### config.mk
export PLATFORM = sky130hd
export DESIGN_NAME = deb_irq_bank
export DESIGN_NICKNAME = d
export VERILOG_FILES = /design/src/rtl/dirq_pkg.sv /design/src/rtl/dirq_sync.sv /design/src/rtl/dirq_debounce.sv /design/src/rtl/dirq_regs.sv /design/src/rtl/deb_irq_bank.sv
export SDC_FILE = /design/constraint.sdc
export NUM_CORES = 1
export LEC_CHECK = 0
export BUFFER_PORTS_ARGS = -buffer_cell sky130_fd_sc_hd__buf_4
export CORE_UTILIZATION = 25
export DETAILED_ROUTE_END_ITERATION = 10
export GPL_TIMING_DRIVEN = 0
export HOLD_SLACK_MARGIN = 0.08
export PLACE_DENSITY = 0.42
export SLEW_MARGIN = 30
export SYNTH_ARGS = -nofsm -noshare
export SYNTH_HDL_FRONTEND = slang
export SYNTH_SLANG_ARGS = --single-unit
### constraint.sdc
create_clock -name clk -period 2.9 [get_ports clk]
set_clock_uncertainty 0.15 [all_clocks]
set_input_delay 0.29 -clock clk [delete_from_list [all_inputs] [get_ports clk]]
set_output_delay 0.29 -clock clk [all_outputs]
set_load 0.02 [all_outputs]
### src/rtl/dirq_pkg.sv
package dirq_pkg;
    // Register byte offsets; software decodes these, so they are fixed.
    localparam int OFS_DATA = 'h00;
    localparam int OFS_EN   = 'h04;
    localparam int OFS_POL  = 'h14;
    localparam int OFS_IE   = 'h18;
    localparam int OFS_RAW  = 'h1C;
    localparam int OFS_MIS  = 'h20;
    localparam int OFS_CLR  = 'h24;
    localparam int OFS_ARM  = 'h28;
    localparam int OFS_CTL  = 'h40;
    localparam int CTL_STEP = 4;
endpackage

### src/rtl/dirq_sync.sv
module dirq_sync #(
    parameter int W = 8
) (
    input  logic         clk,
    input  logic         rst_n,
    input  logic [W-1:0] din,
    output logic [W-1:0] dout
);
    typedef struct packed {
        logic [W-1:0] s1;
        logic [W-1:0] s2;
    } sync_t;

    sync_t sy_d, sy_q;

    always_comb begin
        sy_d    = sy_q;
        sy_d.s1 = din;
        sy_d.s2 = sy_q.s1;
    end

    always_ff @(posedge clk or negedge rst_n) begin
        if (!rst_n) sy_q <= '0;
        else        sy_q <= sy_d;
    end

    assign dout = sy_q.s2;
endmodule

### src/rtl/dirq_debounce.sv
module dirq_debounce #(
    parameter int CNT_W = 12
) (
    input  logic             clk,
    input  logic             rst_n,
    input  logic             en,
    input  logic             tick,
    input  logic             din,
    input  logic [CNT_W-1:0] limit,
    output logic             stable
);
    typedef struct packed {
        logic             stable;
        logic [CNT_W-1:0] cnt;
    } db_t;

    db_t db_d, db_q;
    logic [CNT_W:0] lim_eff;
    logic [CNT_W:0] cnt_nx;

    always_comb begin
        lim_eff = (limit == '0) ? (CNT_W+1)'(1) : {1'b0, limit};
        cnt_nx  = {1'b0, db_q.cnt} + (CNT_W+1)'(1);
        db_d    = db_q;
        if (!en) begin
            db_d = '0;
        end else if (din == db_q.stable) begin
            db_d.cnt = '0;
        end else if (tick) begin
            if (cnt_nx >= lim_eff) begin
                db_d.stable = din;
                db_d.cnt    = '0;
            end else begin
                db_d.cnt = cnt_nx[CNT_W-1:0];
            end
        end
    end

    always_ff @(posedge clk or negedge rst_n) begin
        if (!rst_n) db_q <= '0;
        else        db_q <= db_d;
    end

    assign stable = db_q.stable;


    stable_on_tick_chk: assert property (@(posedge clk) disable iff (!rst_n)
        ($past(en) && (db_q.stable != $past(db_q.stable))) |-> $past(tick));


    count_needs_diff_chk: assert property (@(posedge clk) disable iff (!rst_n)
        (db_q.cnt != '0) |-> ($past(din) != $past(db_q.stable)));


    idle_when_off_chk: assert property (@(posedge clk) disable iff (!rst_n)
        !$past(en) |-> (db_q.stable == 1'b0 && db_q.cnt == '0));
endmodule

### src/rtl/dirq_regs.sv
module dirq_regs
    import dirq_pkg::*;
#(
    parameter int NCH   = 8,
    parameter int CNT_W = 12,
    parameter int AW    = 8,
    parameter int DW    = 32
) (
    input  logic                      clk,
    input  logic                      rst_n,
    input  logic                      wr,
    input  logic [AW-1:0]             addr,
    input  logic [DW-1:0]             wdata,
    output logic [DW-1:0]             rdata,
    input  logic [NCH-1:0]            stable,
    output logic [NCH-1:0]            en_mask,
    output logic [NCH-1:0][CNT_W-1:0] limit,
    output logic                      irq
);
    typedef struct packed {
        logic [NCH-1:0]            en;
        logic [NCH-1:0]            pol;
        logic [NCH-1:0]            ie;
        logic [NCH-1:0]            arm;
        logic [NCH-1:0]            raw;
        logic [NCH-1:0][CNT_W-1:0] ctl;
    } rf_t;

    rf_t rf_d, rf_q;
    logic [NCH-1:0] clr;
    logic [NCH-1:0] hit;
    logic [NCH-1:0] set;
    logic [NCH-1:0] mis;

    always_comb begin
        rf_d = rf_q;
        clr  = '0;
        if (wr) begin
            unique case (addr)
                AW'(OFS_EN):  rf_d.en  = wdata[NCH-1:0];
                AW'(OFS_POL): rf_d.pol = wdata[NCH-1:0];
                AW'(OFS_IE):  rf_d.ie  = wdata[NCH-1:0];
                AW'(OFS_CLR): clr      = wdata[NCH-1:0];
                AW'(OFS_ARM): rf_d.arm = wdata[NCH-1:0];
                default: begin
                    for (int i = 0; i < NCH; i++) begin
                        if (addr == AW'(OFS_CTL + CTL_STEP*i))
                            rf_d.ctl[i] = wdata[CNT_W-1:0];
                    end
                end
            endcase
        end
        hit      = rf_q.en & ~(stable ^ rf_q.pol);
        set      = hit & rf_q.arm;
        rf_d.raw = (rf_q.raw & ~clr) | set;
        rf_d.arm = rf_d.arm & ~set;
    end

    always_ff @(posedge clk or negedge rst_n) begin
        if (!rst_n) rf_q <= '0;
        else        rf_q <= rf_d;
    end

    assign mis = rf_q.raw & rf_q.ie;

    always_comb begin
        rdata = '0;
        unique case (addr)
            AW'(OFS_DATA): rdata = DW'(stable);
            AW'(OFS_EN):   rdata = DW'(rf_q.en);
            AW'(OFS_POL):  rdata = DW'(rf_q.pol);
            AW'(OFS_IE):   rdata = DW'(rf_q.ie);
            AW'(OFS_RAW):  rdata = DW'(rf_q.raw);
            AW'(OFS_MIS):  rdata = DW'(mis);
            AW'(OFS_ARM):  rdata = DW'(rf_q.arm);
            default: begin
                for (int i = 0; i < NCH; i++) begin
                    if (addr == AW'(OFS_CTL + CTL_STEP*i))
                        rdata = DW'(rf_q.ctl[i]);
                end
            end
        endcase
    end

    assign en_mask = rf_q.en;
    assign limit   = rf_q.ctl;
    assign irq     = |mis;


    arm_gate_chk: assert property (@(posedge clk) disable iff (!rst_n)
        ((rf_q.raw & ~$past(rf_q.raw)) & ~$past(rf_q.arm)) == '0);


    arm_drop_chk: assert property (@(posedge clk) disable iff (!rst_n)
        ((rf_q.raw & ~$past(rf_q.raw)) & rf_q.arm) == '0);


    off_no_status_chk: assert property (@(posedge clk) disable iff (!rst_n)
        ((rf_q.raw & ~$past(rf_q.raw)) & ~$past(rf_q.en)) == '0);


    clear_only_chk: assert property (@(posedge clk) disable iff (!rst_n)
        ((~rf_q.raw & $past(rf_q.raw)) & ~($past(wr) ? $past(wdata[NCH-1:0]) : '0)) == '0);
endmodule

### src/rtl/deb_irq_bank.sv
module deb_irq_bank #(
    parameter int NCH   = 8,
    parameter int CNT_W = 12,
    parameter int AW    = 8,
    parameter int DW    = 32
) (
    input  logic          clk,
    input  logic          rst_n,
    input  logic          reg_wr,
    input  logic [AW-1:0] reg_addr,
    input  logic [DW-1:0] reg_wdata,
    output logic [DW-1:0] reg_rdata,
    input  logic [NCH-1:0] pin_in,
    input  logic          ms_tick,
    output logic          irq
);
    logic [NCH-1:0]            pin_s;
    logic [NCH-1:0]            stable;
    logic [NCH-1:0]            en_mask;
    logic [NCH-1:0][CNT_W-1:0] limit;

    dirq_sync #(.W(NCH)) u_sync (
        .clk   (clk),
        .rst_n (rst_n),
        .din   (pin_in),
        .dout  (pin_s)
    );

    for (genvar g = 0; g < NCH; g++) begin : g_ch
        dirq_debounce #(.CNT_W(CNT_W)) u_db (
            .clk    (clk),
            .rst_n  (rst_n),
            .en     (en_mask[g]),
            .tick   (ms_tick),
            .din    (pin_s[g]),
            .limit  (limit[g]),
            .stable (stable[g])
        );
    end

    dirq_regs #(.NCH(NCH), .CNT_W(CNT_W), .AW(AW), .DW(DW)) u_regs (
        .clk     (clk),
        .rst_n   (rst_n),
        .wr      (reg_wr),
        .addr    (reg_addr),
        .wdata   (reg_wdata),
        .rdata   (reg_rdata),
        .stable  (stable),
        .en_mask (en_mask),
        .limit   (limit),
        .irq     (irq)
    );


    irq_src_chk: assert property (@(posedge clk) disable iff (!rst_n)
        irq |-> (en_mask != '0 || $past(en_mask) != '0 || $past(irq)));
endmodule

# Yosys cells after proc, flatten, opt, wreduce, memory -nomap -nowiden
# Cells that the tools add are included.
dict set report classes {
  n_lt_le_gt_ge 8
  muxes 69
  n_eq_ne 55
  n_bitwise 11
  reduce_logical 30
  n_addsub 8
}
# operator n
set ops {}
lappend ops {{12-bit 2-to-1 mux} 32}
lappend ops {{13-bit 2-to-1 mux} 16}
lappend ops {{12-bit by 1-bit adder with 13-bit output, second input constant} 8}
lappend ops {{13-bit greater-or-equal comparator} 8}
lappend ops {{12-bit zero test} 8}
lappend ops {{12-bit one-hot mux with 7 select lines} 1}
lappend ops {{8-bit by 7-bit equality test with 1-bit output, second input constant} 8}
lappend ops {{2-bit inequality test, second input constant} 24}
lappend ops {{3-bit AND reduction} 16}
lappend ops {{8-bit AND} 5}
lappend ops {{8-bit 2-to-1 mux} 4}
lappend ops {{8-bit by 5-bit equality test with 1-bit output, second input constant} 3}
lappend ops {{8-bit by 6-bit equality test with 1-bit output, second input constant} 3}
lappend ops {{3-bit inequality test, second input constant} 8}
lappend ops {{8-bit NOT} 3}
lappend ops {{1-bit 2-to-1 mux} 16}
lappend ops {{1-bit equality test} 8}
lappend ops {{8-bit by 3-bit equality test with 1-bit output, second input constant} 1}
lappend ops {{8-bit zero test} 1}
lappend ops {{8-bit OR} 1}
lappend ops {{8-bit OR reduction} 1}
lappend ops {{8-bit XOR} 1}
lappend ops {{2-bit AND reduction} 3}
lappend ops {{5-bit OR reduction} 1}
lappend ops {{1-bit NOT} 1}
dict set report word_totals {
  inputBits 52
  regBits 256
  word_cells 212
  output_inout_bits 33
}

# Logic depth before layout (Yosys ltp)
dict set report logic_depth {
  ltp_word 10
  ltp_mapped 14
  depth_no_buf 13
}

# Cells and area by module
# A second synthesis with hierarchy kept.
dict set report unflattened {
  cells_unflattened 1720
  hier_area_um2 17563.1
}
# mod n_inst seq_area_each_um2 area_each_um2 cells_each
set modules_own_cells {}
lappend modules_own_cells {{dirq_debounce at g_ch[0].u_db ...} 7 325.3 1161.1 127}
lappend modules_own_cells {dirq_regs 1 3403.3 7850.0 672}
lappend modules_own_cells {{dirq_debounce at g_ch[7].u_db} 1 325.3 1184.9 143}
lappend modules_own_cells {dirq_sync 1 400.4 400.4 16}

# Worst setup path after synthesis
# Ideal clock, no wire load.
dict set report synth_timing {
  kind {register to register}
  start {register g_ch[0].u_db.db_q[0] in the netlist's numbering}
  end {register g_ch[0].u_db.db_q[7] in the netlist's numbering}
  setup_slack_ns -0.302
  arrival_ns 2.970
  path_stages_with_launch 15
  required_time_ns 2.668
  period_less_slack_ns 3.202
  path_buffers 1
  setup_time_ns 0.082
  path_cell_list {dfrtp_1 ha_1 and3_1 and3_1 and3_1 nand3_1 xnor2_1 ha_1 a211o_1 a21oi_1 o221ai_1 a21oi_2 buf_2 nand2_1 a31oi_1}
}
dict set report synth_between {
  elab_chain_len 6
}
# item line_no
set synth_lines {}
lappend synth_lines {{start, declared} dirq_debounce.sv:17} ;# db_t db_d, db_q;
lappend synth_lines {{start signal, assigned} dirq_debounce.sv:40} ;# if (!rst_n) db_q <= '0;
lappend synth_lines {{start signal, assigned} dirq_debounce.sv:41} ;# else db_q <= db_d;
lappend synth_lines {{12-bit by 1-bit adder with 13-bit output *} dirq_debounce.sv:23} ;# cnt_nx = {1'b0, db_q.cnt} + (CNT_W+1)'(1);
lappend synth_lines {{13-bit greater-or-equal comparator} dirq_debounce.sv:30} ;# if (cnt_nx >= lim_eff) begin
lappend synth_lines {{12-bit 2-to-1 mux *} dirq_debounce.sv:30}
lappend synth_lines {{13-bit 2-to-1 mux *} dirq_debounce.sv:29} ;# end else if (tick) begin
lappend synth_lines {{12-bit 2-to-1 mux *} dirq_debounce.sv:27} ;# end else if (din == db_q.stable) begin
lappend synth_lines {{13-bit 2-to-1 mux *} dirq_debounce.sv:25} ;# if (!en) begin
# Mark *: on every way between the ends. The rest lies on a longest branch, timed or not. The select of a mux whose other input is x is not followed.
# A chain may end at the register's enable or synchronous reset.

# Worst setup path in the final report
dict set report layout_timing {
  start {register g_ch[2].u_db.db_q[1] in the netlist's numbering}
  end {register g_ch[2].u_db.db_q[7] in the netlist's numbering}
}
dict set report layout_between {
  elab_chain_len 6
}
# item line_no
set layout_lines {}
lappend layout_lines {{start, declared} dirq_debounce.sv:17}
lappend layout_lines {{start signal, assigned} dirq_debounce.sv:40}
lappend layout_lines {{start signal, assigned} dirq_debounce.sv:41}
lappend layout_lines {{12-bit by 1-bit adder with 13-bit output *} dirq_debounce.sv:23}
lappend layout_lines {{13-bit greater-or-equal comparator} dirq_debounce.sv:30}
lappend layout_lines {{12-bit 2-to-1 mux *} dirq_debounce.sv:30}
lappend layout_lines {{13-bit 2-to-1 mux *} dirq_debounce.sv:29}
lappend layout_lines {{12-bit 2-to-1 mux *} dirq_debounce.sv:27}
lappend layout_lines {{13-bit 2-to-1 mux *} dirq_debounce.sv:25}
# Marked as above.

==> flow_summary.yaml <==
clock_tree:
  cts-htree-levels: 2
  cts-buffers-inserted: 35
  tritoncts_num_sinks: 256
  clockRootBuffer: "clkbuf_16"
  cts.clk_slew.worst_paths_ns: 0.06
  clk-insertion-delay-late_ns: 0.56
  cts_tree: "built"
  cts_buffer_depth: 3
job:
  timing.max_cap.violations: 0
setup_path:
  worst-endpoint-required_ns: 3.23
  start_kind: "flop"
  critical_path_class: "reg -> reg"
  worst_setup_path_end_kind: "flop"
  worst-endpoint-arrival_ns: 3.52
  largest_fanout_on_the_critical_path: 5
floorplan:
  rows: 92
  die_h_um: 256
  floorplan.initialDensity_pct: 25.5
  placeable_area_um2: 63500
  top_level_ports: 85
  floorplan.die_area_um2: 65700
  chip_width_um: 256
grt:
  grtUsageTotal_pct: 17.5
  via_count_of_the_first_global_routing_pass: 13700
  grt_max_degree: 81
  initial_antenna_violation_count: 4
  residual_overflow_from_global_routing: 0
  grt_first_pass_wirelength_um: 87200
yosys:
  synth_cells: 1633
  syn_avg_cell_area_um2: 9.91
  synth-async-reset-ratio_pct: 100
  yosys_most_used_dff: "dfrtp_1"
  synth.yosys.warnings: 0
  mappedNetlistArea_um2: 16200
  yosys-top-cells-area: "dfrtp_1 (40%), ha_1 (8.0%), mux2_2 (5.0%), mux2_4 (4.6%), nand2_1 (3.3%)"
  synth_cell_types: 76
  sequential_element_share_of_the_synthesized_area_pct: 39.6
  post-synth-top-area-cell: "dfrtp_1"
  post-synth-top-area-fraction_pct: 39.6
  yosys_register_bits: 256
  synth-edff-count: 0
drt:
  routedWlPerCell_um: 21.2
  wirelength_um: 58200
  post-route-drc-count: 0
  detailroute.via_count: 13700
  route.antenna.remaining_nets: 0
  detail_route.iter0.violations: 818
  detailedRoute.firstPassIterationCount: 5
  avgViaCountPerCell: 4.98
sta:
  max_freq_ghz: 0.314
  rsz0062_at_grt: "true"
  final_cycle_utilization_of_the_critical_path_pct: 110
  max_slew.worst_pin.slew_ns: 0.953
  report.final.setup_viol: 50
  final.setup.worst_slack_ns: -0.288
  slew_violations: 0
  final_hold_viol_count: 0
  maxSlewHeadroom_pct: 36.5
  final_period_minus_worst_setup_slack_ns: 3.19
  fin_hold_ws_ns: 0.196
status:
  status: "finished, violations left"
  failed_checks: "setup timing"
power:
  vdd.ir_drop.worst_mv: 0.302
  leakagePower_nw: 9.51
  power.density_cell_area_nw_per_um2: 433
place:
  place.detailed.instances: 2542
  numPortBuffers: 41
  placed_area_um2: 17900
  place.gp.congestion: 0.899
  dp_hpwl_um: 41200
layout:
  final.fill_count: 6605
  final_cells: 2747
  synthToLayoutAreaGrowth_pct: 32.0
  fin_util_pct: 33.6
  final_layout_size_suffix_gt1_share_pct: 33.5
  design_area_um2: 21400
  layout.nets: 2031
min_path:
  hold_class: "reg -> reg"
==> power by group <==
| group | leakage [nW] | internal, W | switching (W) | total (W) |
|---|---|---|---|---|
| combinational | 5.46 | 0.000436 | 0.000646 | 0.00108 |
| clock | 0.562 | 0.00263 | 0.00171 | 0.00434 |
| sequential | 3.48 | 0.00368 | 0.000149 | 0.00383 |
| total | 9.51 | 0.00674 | 0.00251 | 0.00925 |
==> state kept, by name, summed over array words and instances, names as in the netlist <==
name              count
u_regs.rf_q          32
u_sync.sy_d           8
u_sync.dout           8
g_ch.u_db.stable      8
g_ch.u_db.db_q       96
u_regs.limit         96
u_regs.en_mask        8
==> layer usage <==
| metal | GRT usage [%] | up-vias | wire, µm | share of wire, % |
|---|---|---|---|---|
| li1 | - | 6404 | - | - |
| met1 | 24.4 | 6872 | 27700 | 48 |
| met2 | 27.0 | 306 | 26400 | 45 |
| met3 | 3.29 | 88 | 2690 | 4.6 |
| met4 | 5.80 | 6 | 1450 | 2.5 |
| met5 | 0.0731 | - | 39 | 0.067 |
==> worst paths after layout <==
kind	from	to	slack [ns]	cells after the start
max	g_ch[2].u_db.db_q[1]	g_ch[2].u_db.db_q[7]	-0.29	13
min	u_sync.sy_d[3]	u_sync.dout[3]	0.20	0
max reg2reg	g_ch[2].u_db.db_q[1]	g_ch[2].u_db.db_q[7]	-0.29	13
min reg2reg	u_sync.sy_d[3]	u_sync.dout[3]	0.20	0
max in group asynchronous	rst_n	g_ch[7].u_db.db_q[0]	0.73	4
min in group asynchronous	rst_n	u_sync.sy_d[3]	0.60	3
==> cells in the mapped netlist (all sizes together) (22+ instances only) <==
cell / number
dfrtp: 256
nand3: 75
ha: 104
inv: 121
o22ai: 28
nor2: 72
buf: 49
mux2: 122
nor3: 24
a21oi: 55
a21o: 25
nand2: 144
o21ai: 68
xor2: 34
a22o: 58
xnor2: 57
nand4: 25
and3: 37
nor4: 22
clkbuf: 31
==> cells in the final DEF (no fill, tap or decap), drive strengths merged, types with 28 or more instances in the layout <==
cell / n
dfrtp: 256
buf: 211
nand2: 144
inv: 122
mux2: 122
ha: 104
clkbuf: 79
nand3: 75
nor2: 75
o21ai: 70
a22o: 58
xnor2: 57
a21oi: 55
and3: 37
xor2: 34
o22ai: 28
==> repair_timing <==
item / in CTS / in global routing
gates resized for setup: 164 / 115
setup endpoints to repair: 116 / 111
cloned: 9 / 0
hold buffers: 23 / 0
buffers inserted: 77 / 36
hold endpoints to repair: 246 / 0
pin swaps: 89 / 84
==> logic make-up after synthesis <==
kind of cell / synth area share [%]
simple gates: 15.0
compound gates: 15.9
flops: 39.6
buf+inv: 5.57
mux: 10.9
fa+ha+maj: 8.04
xor+xnor: 4.93
other cells: 0.0232
==> critical path: stages, from the launching register on <==
cell	delay (ns)
dfrtp_1	0.39
ha_4	0.15
nand4_1	0.13
inv_1	0.10
nand4_1	0.13
nor2_1	0.15
xor2_1	0.23
ha_1	0.29
o21a_1	0.11
o21a_1	0.21
a2111oi_4	0.47
o21ai_2	0.19
o311ai_1	0.27
o21a_1	0.16
==> layout make-up <==
type	count	area [µm²]	share of cell area [%]
multi-input combinational	1200	10200	47.9
sequential	256	6430	30.1
timing repair buffer	183	1550	7.27
tap	846	1060	4.95
clock buffer	52	1030	4.82
buffer	78	509	2.38
inverter	121	454	2.13
clock inverter	9	98.8	0.463
antenna	2	5.00	0.0234
==> metrics by stage <==
stage          TNS, ns  power (W)  setup WS [ns]
2_1_floorplan    -1.40    0.00437         -0.136
3_3_place_gp   -297.79    0.00479          -1.26
3_5_place_dp    -47.25    0.00482         -0.699
4_1_cts          -8.59    0.00934         -0.347
5_1_grt         -17.44    0.00961         -0.503
6_report         -6.88    0.00925         -0.288
Power figures use the tool's default switching activity.
